## src/rtl/coef_loader_pkg.sv

```systemverilog
package coef_loader_pkg;

  localparam int REG_AW  = 12;
  localparam int REG_DW  = 8;
  localparam int COEF_W  = 16;

  // indirect-access register map of the target device
  localparam logic [REG_AW-1:0] A_CFG = 12'h065;
  localparam logic [REG_AW-1:0] A_IDX = 12'h060;
  localparam logic [REG_AW-1:0] A_LO  = 12'h061;
  localparam logic [REG_AW-1:0] A_HI  = 12'h062;
  localparam logic [REG_AW-1:0] A_DLY = 12'h064;

  localparam logic [REG_DW-1:0] V_CFG_ON = 8'hFA;
  localparam logic [REG_DW-1:0] V_COMMIT = 8'hFE;
  localparam logic [REG_DW-1:0] V_DLY    = 8'h00;

  typedef enum logic [2:0] {
    ST_CFG, ST_IDX, ST_LO, ST_HI, ST_COMMIT, ST_DLY0, ST_DLY1
  } step_t;

  typedef enum logic [1:0] {S_IDLE, S_LOAD, S_WAIT} fsm_t;

  typedef struct packed {
    logic [REG_AW-1:0] addr;
    logic [REG_DW-1:0] data;
  } wr_cmd_t;

endpackage

```

## src/rtl/coef_wr_port.sv

```systemverilog
module coef_wr_port
  import coef_loader_pkg::*;
(
  input  logic              clk,
  input  logic              rst,
  input  logic              cmd_valid,
  input  wr_cmd_t           cmd,
  input  logic              wr_ack,
  output logic              wr_req,
  output logic [REG_AW-1:0] wr_addr,
  output logic [REG_DW-1:0] wr_data,
  output logic              xfer
);

  assign xfer = wr_req & wr_ack;

  always_ff @(posedge clk) begin
    if (rst) begin
      wr_req  <= 1'b0;
      wr_addr <= '0;
      wr_data <= '0;
    end else if (cmd_valid) begin
      wr_req  <= 1'b1;
      wr_addr <= cmd.addr;
      wr_data <= cmd.data;
    end else if (xfer) begin
      wr_req  <= 1'b0;
    end
  end

  // a pending request keeps its address and data until accepted
  p_req_hold_r5: assert property (@(posedge clk) disable iff (rst)
    (wr_req && !wr_ack) |=> (wr_req && $stable(wr_addr) && $stable(wr_data)));

  // a new command is never loaded over an outstanding one
  p_single_out_r5: assert property (@(posedge clk) disable iff (rst)
    cmd_valid |-> !wr_req);

endmodule

```

## src/rtl/coef_step_ctl.sv

```systemverilog
module coef_step_ctl
  import coef_loader_pkg::*;
#(
  parameter int MAX_COEF = 128,
  localparam int CNT_W   = $clog2(MAX_COEF + 1),
  localparam int IDX_W   = (MAX_COEF > 1) ? $clog2(MAX_COEF) : 1
) (
  input  logic              clk,
  input  logic              rst,
  input  logic              start,
  input  logic [CNT_W-1:0]  coef_count,
  input  logic              xfer,
  input  logic [COEF_W-1:0] ram_data,
  output logic              cmd_valid,
  output wr_cmd_t           cmd,
  output logic              ram_rd,
  output logic [IDX_W-1:0]  ram_addr,
  output logic              busy,
  output logic              done
);

  fsm_t             state_q;
  step_t            step_q;
  logic [IDX_W-1:0] idx_q;
  logic [CNT_W-1:0] cnt_q;
  logic             done_q;
  logic             last_coef;
  logic             fin;

  assign last_coef = (CNT_W'(idx_q) == cnt_q - CNT_W'(1));
  assign fin       = xfer && (state_q == S_WAIT) &&
                     (((step_q == ST_CFG) && (cnt_q == '0)) ||
                      ((step_q == ST_DLY1) && last_coef));

  // command for the current step; coefficient bytes come straight from RAM
  always_comb begin
    case (step_q)
      ST_CFG:    cmd = '{addr: A_CFG, data: V_CFG_ON};
      ST_IDX:    cmd = '{addr: A_IDX, data: REG_DW'(idx_q)};
      ST_LO:     cmd = '{addr: A_LO,  data: ram_data[7:0]};
      ST_HI:     cmd = '{addr: A_HI,  data: ram_data[15:8]};
      ST_COMMIT: cmd = '{addr: A_CFG, data: V_COMMIT};
      default:   cmd = '{addr: A_DLY, data: V_DLY};
    endcase
  end

  assign cmd_valid = (state_q == S_LOAD);
  assign ram_addr  = idx_q;
  assign ram_rd    = (state_q != S_IDLE);
  assign busy      = (state_q != S_IDLE);
  assign done      = done_q;

  always_ff @(posedge clk) begin
    if (rst) begin
      state_q <= S_IDLE;
      step_q  <= ST_CFG;
      idx_q   <= '0;
      cnt_q   <= '0;
      done_q  <= 1'b0;
    end else begin
      done_q <= 1'b0;
      case (state_q)
        S_IDLE: if (start) begin
          cnt_q   <= coef_count;
          idx_q   <= '0;
          step_q  <= ST_CFG;
          state_q <= S_LOAD;
        end
        S_LOAD: state_q <= S_WAIT;
        default: if (xfer) begin
          if (fin) begin
            state_q <= S_IDLE;
            done_q  <= 1'b1;
          end else begin
            state_q <= S_LOAD;
            case (step_q)
              ST_CFG:    step_q <= ST_IDX;
              ST_IDX:    step_q <= ST_LO;
              ST_LO:     step_q <= ST_HI;
              ST_HI:     step_q <= ST_COMMIT;
              ST_COMMIT: step_q <= ST_DLY0;
              ST_DLY0:   step_q <= ST_DLY1;
              default: begin
                step_q <= ST_IDX;
                idx_q  <= idx_q + 1'b1;
              end
            endcase
          end
        end
      endcase
    end
  end

  // completion is a single-cycle pulse
  p_done_pulse_r6: assert property (@(posedge clk) disable iff (rst)
    done |=> !done);

  // the slot index never reaches the programmed count
  p_idx_bound_r4: assert property (@(posedge clk) disable iff (rst)
    (busy && cnt_q != '0) |-> (CNT_W'(idx_q) < cnt_q));

  // slots advance by exactly one between coefficients
  p_idx_step_r4: assert property (@(posedge clk) disable iff (rst)
    (xfer && busy && step_q == ST_DLY1 && !fin) |=> (idx_q == IDX_W'($past(idx_q) + 1'b1)));

  // busy only rises in response to a start request
  p_busy_start_r9: assert property (@(posedge clk) disable iff (rst)
    $rose(busy) |-> $past(start));

endmodule

```

## src/rtl/coef_loader.sv

```systemverilog
module coef_loader
  import coef_loader_pkg::*;
#(
  parameter int MAX_COEF = 128,
  localparam int CNT_W   = $clog2(MAX_COEF + 1),
  localparam int IDX_W   = (MAX_COEF > 1) ? $clog2(MAX_COEF) : 1
) (
  input  logic              clk,
  input  logic              rst,
  input  logic              start,
  input  logic [CNT_W-1:0]  coef_count,
  output logic              ram_rd,
  output logic [IDX_W-1:0]  ram_addr,
  input  logic [COEF_W-1:0] ram_data,
  output logic              wr_req,
  output logic [REG_AW-1:0] wr_addr,
  output logic [REG_DW-1:0] wr_data,
  input  logic              wr_ack,
  output logic              busy,
  output logic              done
);

  logic    cmd_valid;
  wr_cmd_t cmd;
  logic    xfer;

  coef_step_ctl #(.MAX_COEF(MAX_COEF)) u_ctl (
    .clk        (clk),
    .rst        (rst),
    .start      (start),
    .coef_count (coef_count),
    .xfer       (xfer),
    .ram_data   (ram_data),
    .cmd_valid  (cmd_valid),
    .cmd        (cmd),
    .ram_rd     (ram_rd),
    .ram_addr   (ram_addr),
    .busy       (busy),
    .done       (done)
  );

  coef_wr_port u_port (
    .clk       (clk),
    .rst       (rst),
    .cmd_valid (cmd_valid),
    .cmd       (cmd),
    .wr_ack    (wr_ack),
    .wr_req    (wr_req),
    .wr_addr   (wr_addr),
    .wr_data   (wr_data),
    .xfer      (xfer)
  );

  // done is only raised while no write is pending
  p_done_idle_r6: assert property (@(posedge clk) disable iff (rst)
    done |-> (!wr_req && !busy));

endmodule

```

## config.mk

```make
export PLATFORM = sky130hd
export DESIGN_NAME = coef_loader
export DESIGN_NICKNAME = d
export VERILOG_FILES = /design/src/rtl/coef_loader_pkg.sv /design/src/rtl/coef_wr_port.sv /design/src/rtl/coef_step_ctl.sv /design/src/rtl/coef_loader.sv
export SDC_FILE = /design/constraint.sdc
export NUM_CORES = 1
export LEC_CHECK = 0
export BUFFER_PORTS_ARGS = -buffer_cell sky130_fd_sc_hd__buf_2
export CELL_PAD_IN_SITES_DETAIL_PLACEMENT = 1
export CELL_PAD_IN_SITES_GLOBAL_PLACEMENT = 2
export CORE_ASPECT_RATIO = 0.75
export CORE_MARGIN = 4
export CORE_UTILIZATION = 27
export CTS_BUF_LIST = sky130_fd_sc_hd__clkbuf_2 sky130_fd_sc_hd__clkbuf_4 sky130_fd_sc_hd__clkbuf_8
export DETAILED_ROUTE_END_ITERATION = 10
export PLACE_DENSITY_LB_ADDON = 0.2
export SLEW_MARGIN = 30
export SYNTH_ARGS = -nofsm -noshare
export SYNTH_HDL_FRONTEND = slang
export SYNTH_HIERARCHICAL = 1
export SYNTH_SLANG_ARGS = --single-unit
```

## constraint.sdc

```tcl
create_clock -name clk -period 3.2 [get_ports clk]
set_input_delay 0.16 -clock clk [delete_from_list [all_inputs] [get_ports clk]]
set_output_delay 0.16 -clock clk [all_outputs]
set_load 0.02 [all_outputs]
```

== Yosys cells after proc, flatten, opt, wreduce, memory -nomap -nowiden ==
Index checks and enable logic that the tools add are counted.
Storage, ports and cells
  flip-flop bits (word level): 42
  output and inout port bits: 31
Cells by class
  bitwise gates (word level): 3
  reductions and logical operators: 18
  $add $sub $neg: 2
  eq/ne operators: 12
  mux-type cells: 18
Operators with widths (number)
  case mux 11 bit (5 select lines): 1
  2-to-1 mux 7 bit: 4
  case mux 3 bit (5 select lines): 1
  case mux 7 bit (2 select lines): 1
  equality test 3 bit (second input constant): 3
  2-to-1 mux 3 bit: 3
  equality test 7 x 8 -> 1 bit: 1
  logical NOT 8 bit: 1
  subtractor 8 x 1 -> 8 bit (second input constant): 1
  adder 7 x 1 -> 7 bit (second input constant): 1
  equality test 3 x 2 -> 1 bit (second input constant): 2
  case mux 3 bit (2 select lines): 1
  nonzero test 2 bit: 3
  OR reduction 6 bit: 1
  AND reduction 5 bit: 1
  logical AND 1 bit: 4
  2-to-1 mux 1 bit: 4
  2-to-1 mux 2 bit: 2
  inequality test 2 bit (second input constant): 2
  case mux 2 bit (2 select lines): 1
  AND reduction 2 bit: 2
  AND reduction 4 bit: 1
  OR reduction 4 bit: 1
  equality test 3 x 1 -> 1 bit (second input constant): 1
  other kinds (9): 10

== Depth between registers and ports, before layout ==
Gate-level depths: netlist of the first run.
  depth after elaboration: 8
  depth in mapped cells: 10

== By module ==
The synthesis of the first run kept the hierarchy.
By module, submodules not included
  coef_step_ctl: cells each 212, area an instance 1565.3 um2, instances 1, sequential area each 420.4 um2
  coef_wr_port: cells each 70, area an instance 775.7 um2, instances 1, sequential area each 420.4 um2

== Least setup slack after synthesis of the first run ==
OpenSTA, ideal clock, no wires.
  path type: register to register
  start: register u_ctl.cnt_q[0]
  end: register u_ctl.idx_q[5], in the netlist u_ctl/ram_addr[5]
  setup slack: 0.932 ns
  cell stages (with the launch flop): 10
  data arrival time: 2.197 ns
  data required time: 3.130 ns
  library setup time: 0.070 ns
  path through: dfxtp_1 -> inv_1 -> ha_1 -> nor3b_1 -> xor2_1 -> and3_1 -> o2111ai_1 -> o31ai_4 -> or4_1 -> a21oi_1
On the way
  cells in the longest elaborated chain, start to end: 7
  elaborated cells between the ends (all ways): 9
  those cells by class: add/sub: 1; eq/ne: 2; reduce/logical: 6
Ends and longest elaborated chain
  from (decl): RTL line coef_step_ctl.sv:25  | logic [CNT_W-1:0] cnt_q;
  from (signal assigned): RTL line coef_step_ctl.sv:64  | cnt_q <= coef_count;
  subtractor 8 x 1 -> 8 bit: RTL line coef_step_ctl.sv:30  | assign last_coef = (CNT_W'(idx_q) == cnt_q - CNT_W'(1));
  equality test 7 x 8 -> 1 bit: RTL line coef_step_ctl.sv:30
  logical AND 1 bit: RTL line coef_step_ctl.sv:33  | ((step_q == ST_DLY1) && last_coef));
  logical OR 1 bit *: RTL line coef_step_ctl.sv:32  | (((step_q == ST_CFG) && (cnt_q == '0)) ||
  logical AND 1 bit *: RTL line coef_step_ctl.sv:31  | assign fin = xfer && (state_q == S_WAIT) &&
  inequality test 2 bit (no source line) *
  AND reduction 5 bit (no source line) *
  to (signal assigned): RTL line coef_step_ctl.sv:85  | idx_q <= idx_q + 1'b1;
  to (decl): RTL line coef_step_ctl.sv:24  | logic [IDX_W-1:0] idx_q;
Mark *: on every way between the ends. The rest lies on a longest branch, timed or not.
A chain may end at the register's enable or synchronous reset.

== Worst setup path in the final report of the first run ==
Ends and elaborated chain as after synthesis.

==> reports/metrics.cfg, run 1 <==
[status]
status = finished, final reports clean

[place]
gp_congestion = 0.7579
place_hpwl_um = 4855
io_buffer_count = 58

[global_route]
busiest_layer = met2
grt_use_total = 0.1272
grt.overflow.total = 0
grt_max_degree = 46
antenna_found_initial = 0
met3_usage = 0.02802
grt.met2_usage = 0.2012
grt_pass1_vias = 2021
grt_use_met1 = 0.1777
grt_pass1_wl_um = 10290

[drt]
drc_errors = 0
drtAntennaViolNets = 0
first_pass_iters = 4
via_per_inst = 4.625
vias = 2049
wl_um = 6485
drt_iter0_markers = 73
wire_per_inst_um = 14.64

[floorplanning]
die_w_um = 115.5
boundaryPins = 59
coreArea_um2 = 8454
initial_utilization = 0.2769
rows = 29
die_h_um = 88.64
die_area_um2 = 10240

[clock_network]
clockBufferDepth = 2
cts_buffers = 5
cts.sinks = 42
ctsHoldBuffers = 0
cts_tree = done
clkTransAtPathRegs_ns = 0.09
root_buffer = clkbuf_8
cts_max_level = 2
cts.repair.resized = 0
cts_setup_buffers = 0
clock_latency_ns = 0.30

[setup_path]
cp_slowest_cell = or4_1
crit_start = u_ctl/cnt_q[0]$_SDFFE_PP0P_
critPathKind = reg -> reg
timing.rr.start = u_ctl/cnt_q[0]$_SDFFE_PP0P_
cp_top_family = simple AND/OR/NAND/NOR gates
arrival_ns = 2.87
worst-endpoint-required_ns = 3.43
worst_setup_path_end_kind = register
critPathMaxStageDelay_ns = 0.53
cp_num_buf_inv = 1
r2r_slack_ns = 0.56
start_kind = register
path_cells = inv_1, ha_1, nor3b_1, xor2_1, and3_1, o2111ai_1, o31ai_4, or4_1, a21oi_1
crit_fanout = 13

[cells_and_area]
multiInputGateArea_um2 = 1313
fill_cells = 1055
final_layout_size_suffix_gt1_frac = 0.2507
n_antenna_cell = 0
area_growth_pct = 18.01
utilization = 0.3268
final_nets = 364
ff_latch_area_um2 = 840.8

[synthesis]
ys_types = 48
yosys-top-cells-area = dfxtp_1, mux2i_1, nor2_1
synth_common_cells = dfxtp_1, nor2_1, nand2_1
yosys_most_used_dff = dfxtp_1
synth.avg_cell_area_um2 = 8.301
synth_edf_count = 0
syn_area_um2 = 2341
synth_top_area_share = 0.3592
netlist_instances = 282
synth-seq-cells = 42
ys_async_sr_fraction = 0
ys_seq_area_frac = 0.3592
post-synth-top-area-cell = dfxtp_1
synth_most_common_cell = dfxtp_1
yosys_warnings = 6

[power]
powerDensity_nw_per_um2 = 459.4
p_leak_nw = 1.119
switching_share = 0.3010
ir_drop_mv = 0.1850
clockPowerShare = 0.335
seqPwrFrac = 0.453
power.internal_w = 0.0008871
p_switching_w = 0.0003821
combPwrFrac = 0.212

[timing]
worstMarginPinSlew_ns = 0.8258
final.setup_skew_ns = 0.009929
setup_violations = 0
period_needed_ns = 2.640
period_share = 0.8250
timing.final.hold_violations = 0
drv_slew = 0
rsz0062_at_grt = no
fmax_mhz = 378.8
finalSetupTns_ns = 0
relSlewSlack = 0.4495

[worst_hold_path]
min_from = coef_count[5]
hold_path_class = in -> reg

[job]
drv_cap = 0

## layout make-up
cell class              count  area share
clock buffers               5     0.02491
multi-input cells         212      0.4751
repair buffers             63      0.1187
flip-flops and latches     42      0.3043
inverters                  10     0.01359
clock inverters             3     0.01449
well taps                 108     0.04891
## placed cells by master (no fill, tap or decap), drive strengths merged, types with 3 or more instances in the layout
cell type and instances:
a21boi 7, a21oi 23, and2 4, buf 63, clkbuf 5, conb 9, dfxtp 42, inv 10
mux2i 23, nand2 27, nand2b 4, nand3 4, nor2 36, nor2b 8, nor3 5, o21ai 13
o22ai 6, o31ai 3, o32ai 3, or2 3, or3 4, xnor2 5, xor2 4
## routing by layer
metal  share of wire  wire length, um
met4          0.0060               39
met3           0.049              318
met2            0.43             2817
met1            0.51             3310
met5               0                0
## logic make-up after synthesis
logic type,synth area share
AO/OA/AOI/OAI,0.1914
flip-flops,0.3592
multiplexers,0.09994
other,0.003208
adder cells (fa/ha/maj),0.01069
XOR/XNOR,0.03367
AND/OR/NAND/NOR,0.2095
buffers and inverters,0.09246
## power by group through the flow
stage	Clock (W)	Combinational [W]	Sequential [W]
5_1_grt	0.000465	0.000299	0.000580
3_3_place_gp	0	0.000272	0.000587
6_report	0.000426	0.000269	0.000575
4_1_cts	0.000446	0.000274	0.000575
3_5_place_dp	0	0.000272	0.000587
2_1_floorplan	0	0.000194	0.000604
## sequential cells by signal, indices dropped and copies added (netlist names)
register        count
u_ctl/step_q        3
u_ctl/cnt_q         8
u_port/wr_data      8
u_ctl/done          1
u_ctl/ram_addr      7
u_port/wr_addr     12
u_port/wr_req       1
u_ctl/state_q       2
## final timing paths
| path | end | cells after the start |
|---|---|---|
| max | u_ctl/ram_addr[5]$_SDFFE_PP0P_ | 9 |
| min | u_ctl/cnt_q[5]$_SDFFE_PP0P_ | 3 |
| max reg2reg | u_ctl/ram_addr[5]$_SDFFE_PP0P_ | 9 |
| min reg2reg | u_port/wr_addr[5]$_SDFFE_PP0P_ | 2 |
## per-stage QoR
stage	hold slack, ns	cells	area (um^2)	setup slack [ns]	power (W)
after global placement	0.4062	435	2654	0.7256	0.0008583
after detailed placement	0.4092	435	2654	0.5529	0.0008596
after global routing	0.09864	443	2763	0.3292	0.001344
after CTS	0.08917	443	2763	0.4968	0.001295
final	0.09809	443	2763	0.5598	0.001269
after floorplan	0.2291	289	2367	0.9324	0.0007983
## worst min-delay path, stage by stage
cell	delay, ns
buf_2	0.10
nand2_1	0.04
a21oi_1	0.05
Power figures use the tool's default switching activity.
==> inputs of run 2 (changes only) <==
Clock period 3.2 ns to 2.3 ns, I/O delays scaled along.
==> run 2 against run 1 <==
Largest cell class unchanged. Wire length increased by 14%. Global-route usage increased by 2.1 points. Utilization grew 4.6 points. Cell count is 7.0% higher. Power increased by 50%. The flow now finishes with violations (setup timing). Register-to-register slack got worse by 0.61 ns. Die area unchanged. Worst setup slack lost 0.61 ns. Highest routed layer unchanged.
==> reports/metrics.cfg, run 2 (synthesized netlist as in run 1, its figures left out) <==
[status]
status = finished, violations left
violations = setup timing

[clock_network]
clockBufferDepth = 2
cts.sinks = 42
clock_latency_ns = 0.30
cts_max_level = 2
clkTransAtPathRegs_ns = 0.09
cts_buffers = 5
root_buffer = clkbuf_8
cts_tree = done

[timing]
period_share = 1.023
final.setup_skew_ns = 0.01001
fmax_mhz = 425.1
finalSetupTns_ns = -0.2214
timing.hold.ws_ns = 0.04220
drv_slew = 0
setup_slack_ns = -0.05257
rsz0062_at_grt = yes
setup_violations = 5
period_needed_ns = 2.353
timing.final.hold_violations = 0

[setup_path]
timing.rr.start = u_ctl/cnt_q[2]$_SDFFE_PP0P_
r2r_end = u_ctl/ram_addr[4]$_SDFFE_PP0P_
crit_fanout = 8
critPathKind = reg -> reg
worst_setup_path_end_kind = register
worstRegToRegCells = 9
path_cells = or4_4, buf_4, a21oi_2, o32ai_2, mux2i_2, o31ai_4, buf_4, or3_4, a21oi_2
r2r_slack_ns = -0.05
critPathMaxStageDelay_ns = 0.53
cp_slowest_cell = or4_4
arrival_ns = 2.59
worst-endpoint-required_ns = 2.54
start_kind = register

[floorplanning]
die_area_um2 = 10240
boundaryPins = 59
initial_utilization = 0.2769
rows = 29
coreArea_um2 = 8454
die_h_um = 88.64
die_w_um = 115.5

[power]
ir_drop_mv = 0.2448
powerDensity_nw_per_um2 = 603.5
p_leak_nw = 1.317

[cells_and_area]
final_nets = 395
final_layout_size_suffix_gt1_frac = 0.3743
reg_top3 = u_port/wr_addr: 12 flops, u_ctl/cnt_q: 8 flops, u_port/wr_data: 8 flops
stdcell_count = 474
utilization = 0.3727
area_growth_pct = 34.58
largest_register = u_port/wr_addr
n_antenna_cell = 0
largest_reg_flops = 12
final_common_cell = buf_2
final_cell_mix = buf_2, dfxtp_1, nor2_1

[global_route]
grt_max_degree = 33
antenna_found_initial = 0
grt_use_total = 0.1483
grt_pass1_wl_um = 12050
grt_pass1_vias = 2394
grt.overflow.total = 0

[drt]
wire_per_inst_um = 15.61
drtAntennaViolNets = 0
vias = 2239
first_pass_iters = 4
wl_um = 7401
drc_errors = 0
drt_iter0_markers = 85
via_per_inst = 4.724

[place]
gp_congestion = 0.8171
place_hpwl_um = 5487
placed_cells = 461
io_buffer_count = 58

[worst_hold_path]
hold_path_class = in -> reg
min_from = coef_count[2]
min_to = u_ctl/cnt_q[2]$_SDFFE_PP0P_
min_path_cells = 3

[job]
drv_cap = 0

-- run 2: metrics by stage --
step	instance area, um^2	total power (W)	setup slack, ns
after global placement	2849	0.001244	-0.02992
after global routing	3151	0.002009	-0.1909
after floorplan	2367	0.001111	0.03243
final	3151	0.001901	-0.05257
after detailed placement	2849	0.001251	-0.1645
after CTS	3014	0.001877	-0.06258
-- run 2: worst max-delay path, delay by kind of cell, from the launching register on --
kind | cells | cell delay, ns
AO/OA/AOI/OAI | 4 | 0.49
buffers and inverters | 2 | 0.34
flip-flops | 1 | 0.33
multiplexers | 1 | 0.24
AND/OR/NAND/NOR | 2 | 0.89
-- run 2: per-layer routing --
metal | vias to the layer above | part of all wire | track usage
li1 | 1117 | - | -
met1 | 1075 | 0.49 | 0.2009
met2 | 40 | 0.46 | 0.2395
met3 | 7 | 0.046 | 0.03008
met4 | 0 | 0.010 | 0.04371
met5 | - | 0 | 0
-- run 2: worst max path at each step --
stage	slack (ns)	cells after the start	from	endpoint
final	-0.05	9	u_ctl/cnt_q[2]$_SDFFE_PP0P_	u_ctl/ram_addr[4]$_SDFFE_PP0P_
after global routing	-0.19	9	u_ctl/cnt_q[0]$_SDFFE_PP0P_	u_ctl/ram_addr[4]$_SDFFE_PP0P_
after CTS	-0.06	9	u_ctl/cnt_q[0]$_SDFFE_PP0P_	u_ctl/step_q[1]$_SDFFE_PP0P_
after detailed placement	-0.16	9	u_ctl/cnt_q[0]$_SDFFE_PP0P_	u_ctl/ram_addr[5]$_SDFFE_PP0P_
after global placement	-0.03	8	u_ctl/cnt_q[2]$_SDFFE_PP0P_	u_ctl/ram_addr[0]$_SDFFE_PP0P_
after floorplan	0.03	9	u_ctl/cnt_q[0]$_SDFFE_PP0P_	u_ctl/ram_addr[5]$_SDFFE_PP0P_
-- run 2: final cells by class --
class	instances	area (um^2)
Sequential cell	42	843.3
Clock inverter	3	40.04
Clock buffer	5	68.82
Tap cell	108	135.1
Fill cell	1048	5304
Timing Repair Buffer	94	568.0
Inverter	10	37.54
Multi-Input combinational cell	212	1458
-- run 2: report_power, final --
part	total, W	leakage [nW]	switching, W	internal [W]
combinational	0.000512	0.917	0.000284	0.000228
sequential	0.000792	0.342	0.0000250	0.000767
clock	0.000598	0.0579	0.000278	0.000320
-- run 2: repair_timing --
item                       4_1_cts  5_1_grt
hold buffers                     0        0
pin swaps                        8       10
gates resized for setup         12       23
buffers inserted                 2        3
setup endpoints to repair       10       12
==> inputs of run 3 (changes only) <==
Settings changed: SETUP_SLACK_MARGIN from default to 0.3.
==> run 3 against run 2 <==
Clock power decreased by 13%. Cell count is 3.0% lower. Largest cell class unchanged. Wire length fell by 5.8%. Via count is 3.0% lower. The run now ends clean. Maximum frequency is 2.5% higher. Power is 7.3% lower.
==> reports/metrics.cfg, run 3 (synthesized netlist as in run 1, its figures left out) <==
[status]
status = finished, final reports clean

[cells_and_area]
final_layout_size_suffix_gt1_frac = 0.3210
fill_cells = 1067
ff_latch_area_um2 = 847.1
multiInputGateArea_um2 = 1364
largest_reg_flops = 12
final_nets = 381
reg_top3 = u_port/wr_addr: 12 flops, u_ctl/cnt_q: 8 flops, u_port/wr_data: 8 flops
area_growth_pct = 25.49
largest_register = u_port/wr_addr
final_area_um2 = 2938
n_antenna_cell = 0
final_common_cell = buf_2
final_cell_mix = buf_2, dfxtp_1, nor2_1

[setup_path]
critPathKind = reg -> reg
arrival_ns = 2.51
worstRegToRegCells = 8
crit_fanout = 5
start_kind = register
worst_setup_path_end_kind = register
crit_start = u_ctl/cnt_q[2]$_SDFFE_PP0P_
timing.rr.start = u_ctl/cnt_q[2]$_SDFFE_PP0P_
r2r_slack_ns = 0.005
worst-endpoint-required_ns = 2.51
crit_end = u_ctl/ram_addr[3]$_SDFFE_PP0P_
r2r_end = u_ctl/ram_addr[3]$_SDFFE_PP0P_

[clock_network]
clock_latency_ns = 0.29
cts_max_level = 2
clockBufferDepth = 2
cts_tree = done
clkTransAtPathRegs_ns = 0.08
cts_buffers = 5
cts.sinks = 42
root_buffer = clkbuf_8

[drt]
first_pass_iters = 4
via_per_inst = 4.720
drc_errors = 0
wl_um = 6971
drtAntennaViolNets = 0
drt_iter0_markers = 64
vias = 2171
wire_per_inst_um = 15.15

[power]
p_leak_nw = 1.213
powerDensity_nw_per_um2 = 599.7
ir_drop_mv = 0.2220

[global_route]
grt_pass1_wl_um = 11550
grt_max_degree = 26
antenna_found_initial = 0
grt_use_total = 0.1422
grt_pass1_vias = 2277
grt.overflow.total = 0

[timing]
fmax_mhz = 435.8
drv_slew = 0
period_share = 0.9977
final.setup_skew_ns = 0.003853
setup_slack_ns = 0.005326
period_needed_ns = 2.295
timing.final.hold_violations = 0
rsz0062_at_grt = yes
setup_violations = 0

[floorplanning]
coreArea_um2 = 8454
die_area_um2 = 10240
rows = 29
boundaryPins = 59
die_w_um = 115.5
die_h_um = 88.64
initial_utilization = 0.2769

[worst_hold_path]
hold_path_class = in -> reg

[place]
dp_worst_setup_slack_ns = -0.08861
gp_congestion = 0.7795
place_area_um2 = 2779
io_buffer_count = 58
place_hpwl_um = 5341

[job]
drv_cap = 0

## run 3: cell type report
class	count	share of cell area
tap	108	0.04600
timing repair buffer	80	0.1563
multi-input combinational	212	0.4642
sequential	42	0.2883
inverter	10	0.01278
clock buffer	7	0.03066
clock inverter	1	0.001704
## run 3: repair_timing
item,CTS,global route
buffers inserted,2,1
gates resized for setup,7,5
hold buffers,0,0
setup endpoints to repair,12,12
pin swaps,1,3
## run 3: per-layer routing
metal | wire [um] | GRT usage | vias up
li1 | - | - | 1093
met1 | 3535 | 0.1934 | 1024
met2 | 2991 | 0.2274 | 42
met3 | 333 | 0.02802 | 12
met4 | 111 | 0.04584 | 0
met5 | 0 | 0 | -
## run 3: worst min-delay path by stage
stage / slack, ns / depth (start not counted) / from / endpoint
floorplan: 0.18 / 1 / rst / u_port/wr_req$_SDFFE_PP0P_
global placement: 0.36 / 3 / coef_count[5] / u_ctl/cnt_q[5]$_SDFFE_PP0P_
detailed placement: 0.37 / 3 / coef_count[6] / u_ctl/cnt_q[6]$_SDFFE_PP0P_
CTS: 0.05 / 3 / coef_count[6] / u_ctl/cnt_q[6]$_SDFFE_PP0P_
global route: 0.05 / 3 / coef_count[6] / u_ctl/cnt_q[6]$_SDFFE_PP0P_
finish: 0.05 / 3 / coef_count[6] / u_ctl/cnt_q[6]$_SDFFE_PP0P_
## run 3: stage by stage
| stage | util | setup TNS (ns) | hold slack, ns | total power [W] | instances |
|---|---|---|---|---|---|
| 3_5_place_dp | 0.3287 | -0.4225 | 0.3694 | 0.001236 | 449 |
| 6_report | 0.3475 | 0 | 0.05441 | 0.001762 | 460 |
| 4_1_cts | 0.3448 | -0.04325 | 0.04587 | 0.001784 | 459 |
| 5_1_grt | 0.3475 | -1.497 | 0.04769 | 0.001866 | 460 |
| 2_1_floorplan | - | 0 | 0.1841 | 0.001118 | 289 |
| 3_3_place_gp | 0.3287 | 0 | 0.3645 | 0.001226 | 449 |
## run 3: power by group
group | internal (W) | total (W) | switching [W] | leakage [nW]
clock | 0.000255 | 0.000518 | 0.000263 | 0.0517
combinational | 0.000191 | 0.000450 | 0.000259 | 0.819
sequential | 0.000767 | 0.000794 | 0.0000271 | 0.343
## run 3: critical path, stage by stage (launching register included)
cell and delay [ns]:
dfxtp_2 0.33, or4_4 0.54, or3_1 0.34, a21oi_2 0.15, mux2i_2 0.12, o31ai_4 0.34
buf_6 0.17, a21oi_2 0.04, o32ai_2 0.18
